$ cat src/rtl/spi_duplex_ctrl.sv
module spi_duplex_ctrl #(
  parameter int DIV_W       = 8,
  parameter int SYNC_STAGES = 2
) (
  input  logic       clk,
  input  logic       rst_n,
  input  logic [1:0] reg_addr,
  input  logic       reg_wr,
  input  logic       reg_rd,
  input  logic [7:0] reg_wdata,
  output logic [7:0] reg_rdata,
  output logic       irq,
  input  logic       sck_i,
  output logic       sck_o,
  output logic       sck_oe,
  input  logic       mosi_i,
  output logic       mosi_o,
  output logic       mosi_oe,
  input  logic       miso_i,
  output logic       miso_o,
  output logic       miso_oe,
  input  logic       nss_i
);
  localparam logic [1:0] A_CFG = 2'd0, A_CTL = 2'd1, A_DIV = 2'd2, A_DAT = 2'd3;

  logic             cpol, cpha;
  logic [2:0]       len_q;
  logic             en, mst, busy;
  logic             f_done, f_wcol, f_modf, f_ovr;
  logic [DIV_W-1:0] div_q, hcnt;
  logic [7:0]       sh, rxbuf;
  logic             rx_full;
  logic [4:0]       ecnt;
  logic             ph, obit;
  logic [SYNC_STAGES-1:0] sck_sy, nss_sy, mosi_sy;
  logic             sck_prev, sel_q;

  wire [3:0] nbits     = {1'b0, len_q} + 4'd1;
  wire [4:0] last_edge = {nbits, 1'b0};
  wire [7:0] mask      = 8'hFF >> (4'd8 - nbits);

  wire sck_s  = sck_sy[SYNC_STAGES-1];
  wire nss_s  = nss_sy[SYNC_STAGES-1];
  wire mosi_s = mosi_sy[SYNC_STAGES-1];

  wire wr_cfg = reg_wr & (reg_addr == A_CFG);
  wire wr_ctl = reg_wr & (reg_addr == A_CTL);
  wire wr_div = reg_wr & (reg_addr == A_DIV);
  wire wr_dat = reg_wr & (reg_addr == A_DAT);
  wire rd_dat = reg_rd & (reg_addr == A_DAT);

  wire m_on    = en & mst;
  wire s_sel   = en & ~mst & ~nss_s;
  wire modf_ev = m_on & ~nss_s;
  wire en_d    = wr_ctl ? reg_wdata[0] : en;
  wire mst_d   = modf_ev ? 1'b0 : (wr_ctl ? reg_wdata[1] : mst);
  wire m_keep  = en_d & mst_d;

  wire m_tick    = busy & (hcnt == div_q);
  wire s_tog     = s_sel & sel_q & (sck_s != sck_prev);
  wire edge_ev   = m_tick | s_tog;
  wire lead      = ~ecnt[0];
  wire samp_ev   = edge_ev & (lead ^ cpha);
  wire launch_ev = edge_ev & ~(lead ^ cpha);
  wire in_bit    = m_on ? miso_i : mosi_s;
  wire [7:0] sh_d = samp_ev ? {sh[6:0], in_bit} : sh;
  wire fin       = edge_ev & ((ecnt + 5'd1) == last_edge);

  wire s_busy  = s_sel & (ecnt != 5'd0);
  wire m_start = wr_dat & m_on & ~busy & m_keep;
  wire s_load  = wr_dat & ~m_on & ~s_busy;
  wire wcol_ev = wr_dat & ((m_on & busy) | s_busy);

  always_ff @(posedge clk or negedge rst_n)
    if (!rst_n) begin
      sck_sy   <= '0;
      nss_sy   <= '1;
      mosi_sy  <= '0;
      sck_prev <= 1'b0;
      sel_q    <= 1'b0;
    end else begin
      sck_sy   <= {sck_sy[SYNC_STAGES-2:0], sck_i};
      nss_sy   <= {nss_sy[SYNC_STAGES-2:0], nss_i};
      mosi_sy  <= {mosi_sy[SYNC_STAGES-2:0], mosi_i};
      sck_prev <= sck_s;
      sel_q    <= s_sel;
    end

  always_ff @(posedge clk or negedge rst_n)
    if (!rst_n) begin
      cpol  <= 1'b0;
      cpha  <= 1'b0;
      len_q <= 3'd0;
      div_q <= '0;
      en    <= 1'b0;
      mst   <= 1'b0;
    end else begin
      if (wr_cfg) begin
        cpol  <= reg_wdata[0];
        cpha  <= reg_wdata[1];
        len_q <= reg_wdata[4:2];
      end
      if (wr_div) div_q <= reg_wdata[DIV_W-1:0];
      en  <= en_d;
      mst <= mst_d;
    end

  always_ff @(posedge clk or negedge rst_n)
    if (!rst_n) begin
      busy <= 1'b0;
      hcnt <= '0;
      ph   <= 1'b0;
    end else begin
      if (!m_keep)         busy <= 1'b0;
      else if (m_start)    busy <= 1'b1;
      else if (fin & busy) busy <= 1'b0;

      if (m_start)   hcnt <= '0;
      else if (busy) hcnt <= m_tick ? '0 : hcnt + 1'b1;

      if (!m_keep || m_start) ph <= 1'b0;
      else if (m_tick)        ph <= ~ph;
    end

  always_ff @(posedge clk or negedge rst_n)
    if (!rst_n) begin
      sh   <= 8'h00;
      obit <= 1'b0;
      ecnt <= 5'd0;
    end else if (m_start) begin
      sh   <= reg_wdata;
      obit <= reg_wdata[len_q];
      ecnt <= 5'd0;
    end else if (s_load) begin
      sh   <= reg_wdata;
      obit <= reg_wdata[len_q];
    end else begin
      sh <= sh_d;
      if (s_sel & ~sel_q) begin
        ecnt <= 5'd0;
        obit <= sh[len_q];
      end else begin
        if (launch_ev) obit <= sh[len_q];
        if (edge_ev)   ecnt <= fin ? 5'd0 : ecnt + 5'd1;
      end
    end

  always_ff @(posedge clk or negedge rst_n)
    if (!rst_n) begin
      rxbuf   <= 8'h00;
      rx_full <= 1'b0;
      f_done  <= 1'b0;
      f_wcol  <= 1'b0;
      f_modf  <= 1'b0;
      f_ovr   <= 1'b0;
    end else begin
      if (fin) rxbuf <= sh_d & mask;

      if (fin)         rx_full <= 1'b1;
      else if (rd_dat) rx_full <= 1'b0;

      if (fin)         f_done <= 1'b1;
      else if (wr_ctl) f_done <= f_done & reg_wdata[2];

      if (wcol_ev)     f_wcol <= 1'b1;
      else if (wr_ctl) f_wcol <= f_wcol & reg_wdata[3];

      if (modf_ev)     f_modf <= 1'b1;
      else if (wr_ctl) f_modf <= f_modf & reg_wdata[4];

      if (fin & rx_full & ~rd_dat) f_ovr <= 1'b1;
      else if (wr_ctl)             f_ovr <= f_ovr & reg_wdata[5];
    end

  always_comb
    case (reg_addr)
      A_CFG:   reg_rdata = {3'b000, len_q, cpha, cpol};
      A_CTL:   reg_rdata = {1'b0, busy, f_ovr, f_modf, f_wcol, f_done, mst, en};
      A_DIV:   reg_rdata = 8'(div_q);
      default: reg_rdata = rxbuf;
    endcase

  assign irq     = f_done | f_wcol | f_modf | f_ovr;
  assign sck_o   = m_on ? (cpol ^ ph) : cpol;
  assign sck_oe  = m_on;
  assign mosi_o  = obit;
  assign mosi_oe = m_on;
  assign miso_o  = obit;
  assign miso_oe = s_sel;

  p_busy_master_r2: assert property (@(posedge clk) disable iff (!rst_n)
    busy |-> (en && mst));

  p_idle_level_r2: assert property (@(posedge clk) disable iff (!rst_n)
    (en && mst && !busy) |-> (sck_o == cpol));

  p_wcol_flag_r7: assert property (@(posedge clk) disable iff (!rst_n)
    (wr_dat && en && mst && busy) |=> f_wcol);

  p_done_on_end_r8: assert property (@(posedge clk) disable iff (!rst_n)
    fin |=> (f_done && rx_full));

  p_modf_release_r10: assert property (@(posedge clk) disable iff (!rst_n)
    (en && mst && !nss_s) |=> (f_modf && !mst && !busy && !sck_oe));
endmodule

$ cat config.mk
export PLATFORM = sky130hd
export DESIGN_NAME = spi_duplex_ctrl
export DESIGN_NICKNAME = d
export VERILOG_FILES = /design/src/rtl/spi_duplex_ctrl.sv
export SDC_FILE = /design/constraint.sdc
export NUM_CORES = 1
export LEC_CHECK = 0
export ABC_CLOCK_PERIOD_IN_PS = 6900
export BUFFER_PORTS_ARGS = -buffer_cell sky130_fd_sc_hd__buf_2
export CAP_MARGIN = 25
export CORE_AREA = 2 2 78 94
export DETAILED_ROUTE_END_ITERATION = 8
export DIE_AREA = 0 0 80 96
export MAX_ROUTING_LAYER = met4
export PLACE_DENSITY_LB_ADDON = 0.12
export SLEW_MARGIN = 20
export SYNTH_ARGS = -nofsm -noshare
export SYNTH_HDL_FRONTEND = slang
export SYNTH_SLANG_ARGS = --single-unit
$ cat constraint.sdc
create_clock -name clk -period 6.9 [get_ports clk]
set_input_delay 0.345 -clock clk [delete_from_list [all_inputs] [get_ports clk]]
set_output_delay 0.345 -clock clk [all_outputs]
set_load 0.01 [all_outputs]
==> results.yml <==
run_status:
  status: "finished, final reports clean"
global_routing:
  grt_first_pass_wirelength_um: 12670
  grt_usage: 0.2302
  grt_max_degree: 61
  grt.overflow.total: 0
  grt_pass1_vias: 2428
  antenna_found_initial: 0
cells_and_area:
  nets: 377
  fin_cells: 443
  mostFrequentLayoutCells: "dfrtp_1 (58), nand2_1 (37), buf_2 (33), o21ai_0 (25), nor2_1 (18)"
  n_fill_cell: 622
  final_common_cell: "dfrtp_1"
  syn2layout_area_growth_pct: 12.60
  antenna_cells: 0
  drive_gt1_frac: 0.2331
  fin_util: 0.5480
place:
  post-dp-hpwl_um: 5774
  io_buffers: 32
  place_congestion: 0.8796
  placed_cells: 427
routing:
  vias: 2483
  viasPerCell: 5.605
  drt_wl_total_um: 7954
  drtIter0Drc: 168
  route.detailed.drc: 0
  wl_per_cell_um: 17.95
  dr.pass1.iters: 4
  ant_nets: 0
timing:
  fmax_ghz: 0.3167
  finalSetupViolCount: 0
  drv_slew: 0
  fin_crit_sh: 0.4577
  grt_setup_unrepaired: "no"
  fin_tns_setup_ps: 0
  slew_headroom: 0.4532
  post-route-min-period_ps: 3158
  fin_skew_ps: 16.82
  tightest_slew_ps: 820.1
  hold_viol_final: 0
worst_setup_path:
  crit_start: "len_q[0]"
  arrival_ps: 3390
  critical_path_required_ps: 7130
  endpoint_kind: "flip-flop"
  startpoint_type: "flip-flop"
  cp_max_fo: 24
  slowest_stage: "or4b_1"
  regToRegStartpoint: "len_q[0]"
  critical_path.max_stage_delay_ps: 920
  cpLargestDelayFamily: "simple AND/OR/NAND/NOR gates"
  timing.critical_path.cells: "ha_1, inv_1, ha_1, xnor2_1, xnor2_1, nand3_1, or4b_1, o41ai_1"
  criticalPathCategory: "flip-flop to flip-flop"
  cp.buffers_inverters: 1
yosys:
  synth_xor_area_frac: 0.06112
  synth_area_mm2: 0.003296
  syn_nets: 344
  synth_compound_area_frac: 0.1234
  synth.distinct_cells: 52
  synth_flop_cell: "dfrtp_1"
  synth_seq_cells: 60
  synth_edf_count: 0
  ys_seq_area_frac: 0.4563
  synth_top_family_by_area: "simple AND/OR/NAND/NOR gates"
  synthMuxAreaShare: 0.1355
  synthAdderAreaFrac: 0.03037
  syn_area_per_cell_um2: 10.36
  yosysWarningCount: 0
  netlist_instances: 318
  postSynth.asyncResetShare: 1.000
  yosys.area_share.simple: 0.1500
cts:
  clock_sinks: 60
  htreeDepth: 3
  post_cts_resized: 0
  cts_setup_buffers: 0
  clk_root_buffer_cell: "clkbuf_8"
  clkTransAtPathRegs_ps: 70
  tritoncts: "done"
  clk-insertion-delay-late_ps: 350
  cts_buffers: 9
  cts_hold_buf: 0
  clockBufferDepth: 2
die:
  fp-row-count: 33
  initial_utilization: 0.4867
  fp.dieW_um: 80
  core_area_mm2: 0.006771
  die_y_um: 96
  pin_count: 33
  die_area_mm2: 0.007680
worst_hold_path:
  hold_path.class: "input port to flip-flop"
  hold_start: "nss_i"
power_and_ir_drop:
  p_leak_nw: 1.721
  power.density_mw_per_mm2: 320.7
  peakVddDrop_v: 0.0001811
job:
  drv_cap: 0
==> Yosys cell counts, drive strengths merged (2+ instances only) <==
library cell  count  area (um2)
dfrtp            58        1451
nand2            37       138.9
o21ai            26       130.1
inv              18       67.56
nor2             18       67.56
nand3            17       90.09
xnor2            15       131.4
mux2i            12       120.1
mux2             11       123.9
o31ai            11       87.58
a21oi            10       50.05
mux4              9       202.7
ha                8       100.1
xor2              8       70.07
buf               7       43.79
and3              6       37.54
clkbuf            6       22.52
nand2b            5       31.28
a211oi            3       27.52
nor2b             3       18.77
o41ai             3       33.79
a22o              2       17.52
a22oi             2       15.01
dfstp             2       52.55
nor3              2       10.01
nor4              2       12.51
or3               2       17.52
or4b              2       20.02
==> cell type report <==
class | count | area (um2) | area share
Multi-Input combinational cell | 226 | 1654 | 0.4457
Clock inverter | 4 | 22.52 | 0.006069
Tap cell | 87 | 108.9 | 0.02933
Sequential cell | 60 | 1504 | 0.4053
Inverter | 19 | 76.32 | 0.02057
Clock buffer | 12 | 165.2 | 0.04450
Timing Repair Buffer | 35 | 180.2 | 0.04855
==> cells by family after synthesis <==
kind of cell	Yosys count
and+or+nand+nor	101
AOI/OAI and AO/OA	62
DFF	60
buffers and inverters	32
muxes	32
xor gates and xnor gates	23
adders and majority gates	8
==> sequential cells by signal, summed over array words and instances, names as in the netlist, 2 cells and up <==
name	cells
div_q	8
hcnt	8
rxbuf	8
sh	8
ecnt	5
len_q	3
mosi_sy	2
nss_sy	2
sck_sy	2
==> per-layer routing <==
layer	up-vias	global-route usage	share of wire
li1	1192	-	-
met1	1218	0.2968	0.44
met2	62	0.3632	0.50
met3	11	0.05253	0.043
met4	0	0.07345	0.013
met5	-	-	0
==> through the flow <==
stage               setup slack (ps)  cell area (um2)  total power (W)  hold slack (ps)
detailed placement              3743             3523        0.0008940            336.3
global route                    3498             3711         0.001265            91.31
finish                          3742             3711         0.001190            97.36
CTS                             3762             3711         0.001194            91.87
global placement                3872             3513        0.0008836            331.4
floorplan                       4478             3296        0.0007792            49.41
==> where the power goes <==
part           leakage (nW)  switching [W]  internal [W]
combinational         0.893       0.000184      0.000170
clock                0.0982       0.000145      0.000158
sequential            0.731       0.000101      0.000432
==> worst reg2reg max path, delay by kind of cell, from the launching register on <==
kind | cells | cell delay (ps)
AOI/OAI and AO/OA | 1 | 460
xor gates and xnor gates | 2 | 320
adders and majority gates | 2 | 570
buffers and inverters | 1 | 60
DFF | 1 | 630
and+or+nand+nor | 2 | 1000
==> path summary, 6_finish.rpt <==
check / cells after the start / end / slack, ps
min: 1 / nss_sy[0] / 100
max: 8 / rxbuf[1] / 3740
min in group asynchronous: 2 / mst / 140
min reg2reg: 0 / sck_sy[1] / 350
max reg2reg: 8 / rxbuf[1] / 3740
max in group asynchronous: 2 / sh[3] / 6230
Power figures use the tool's default switching activity.
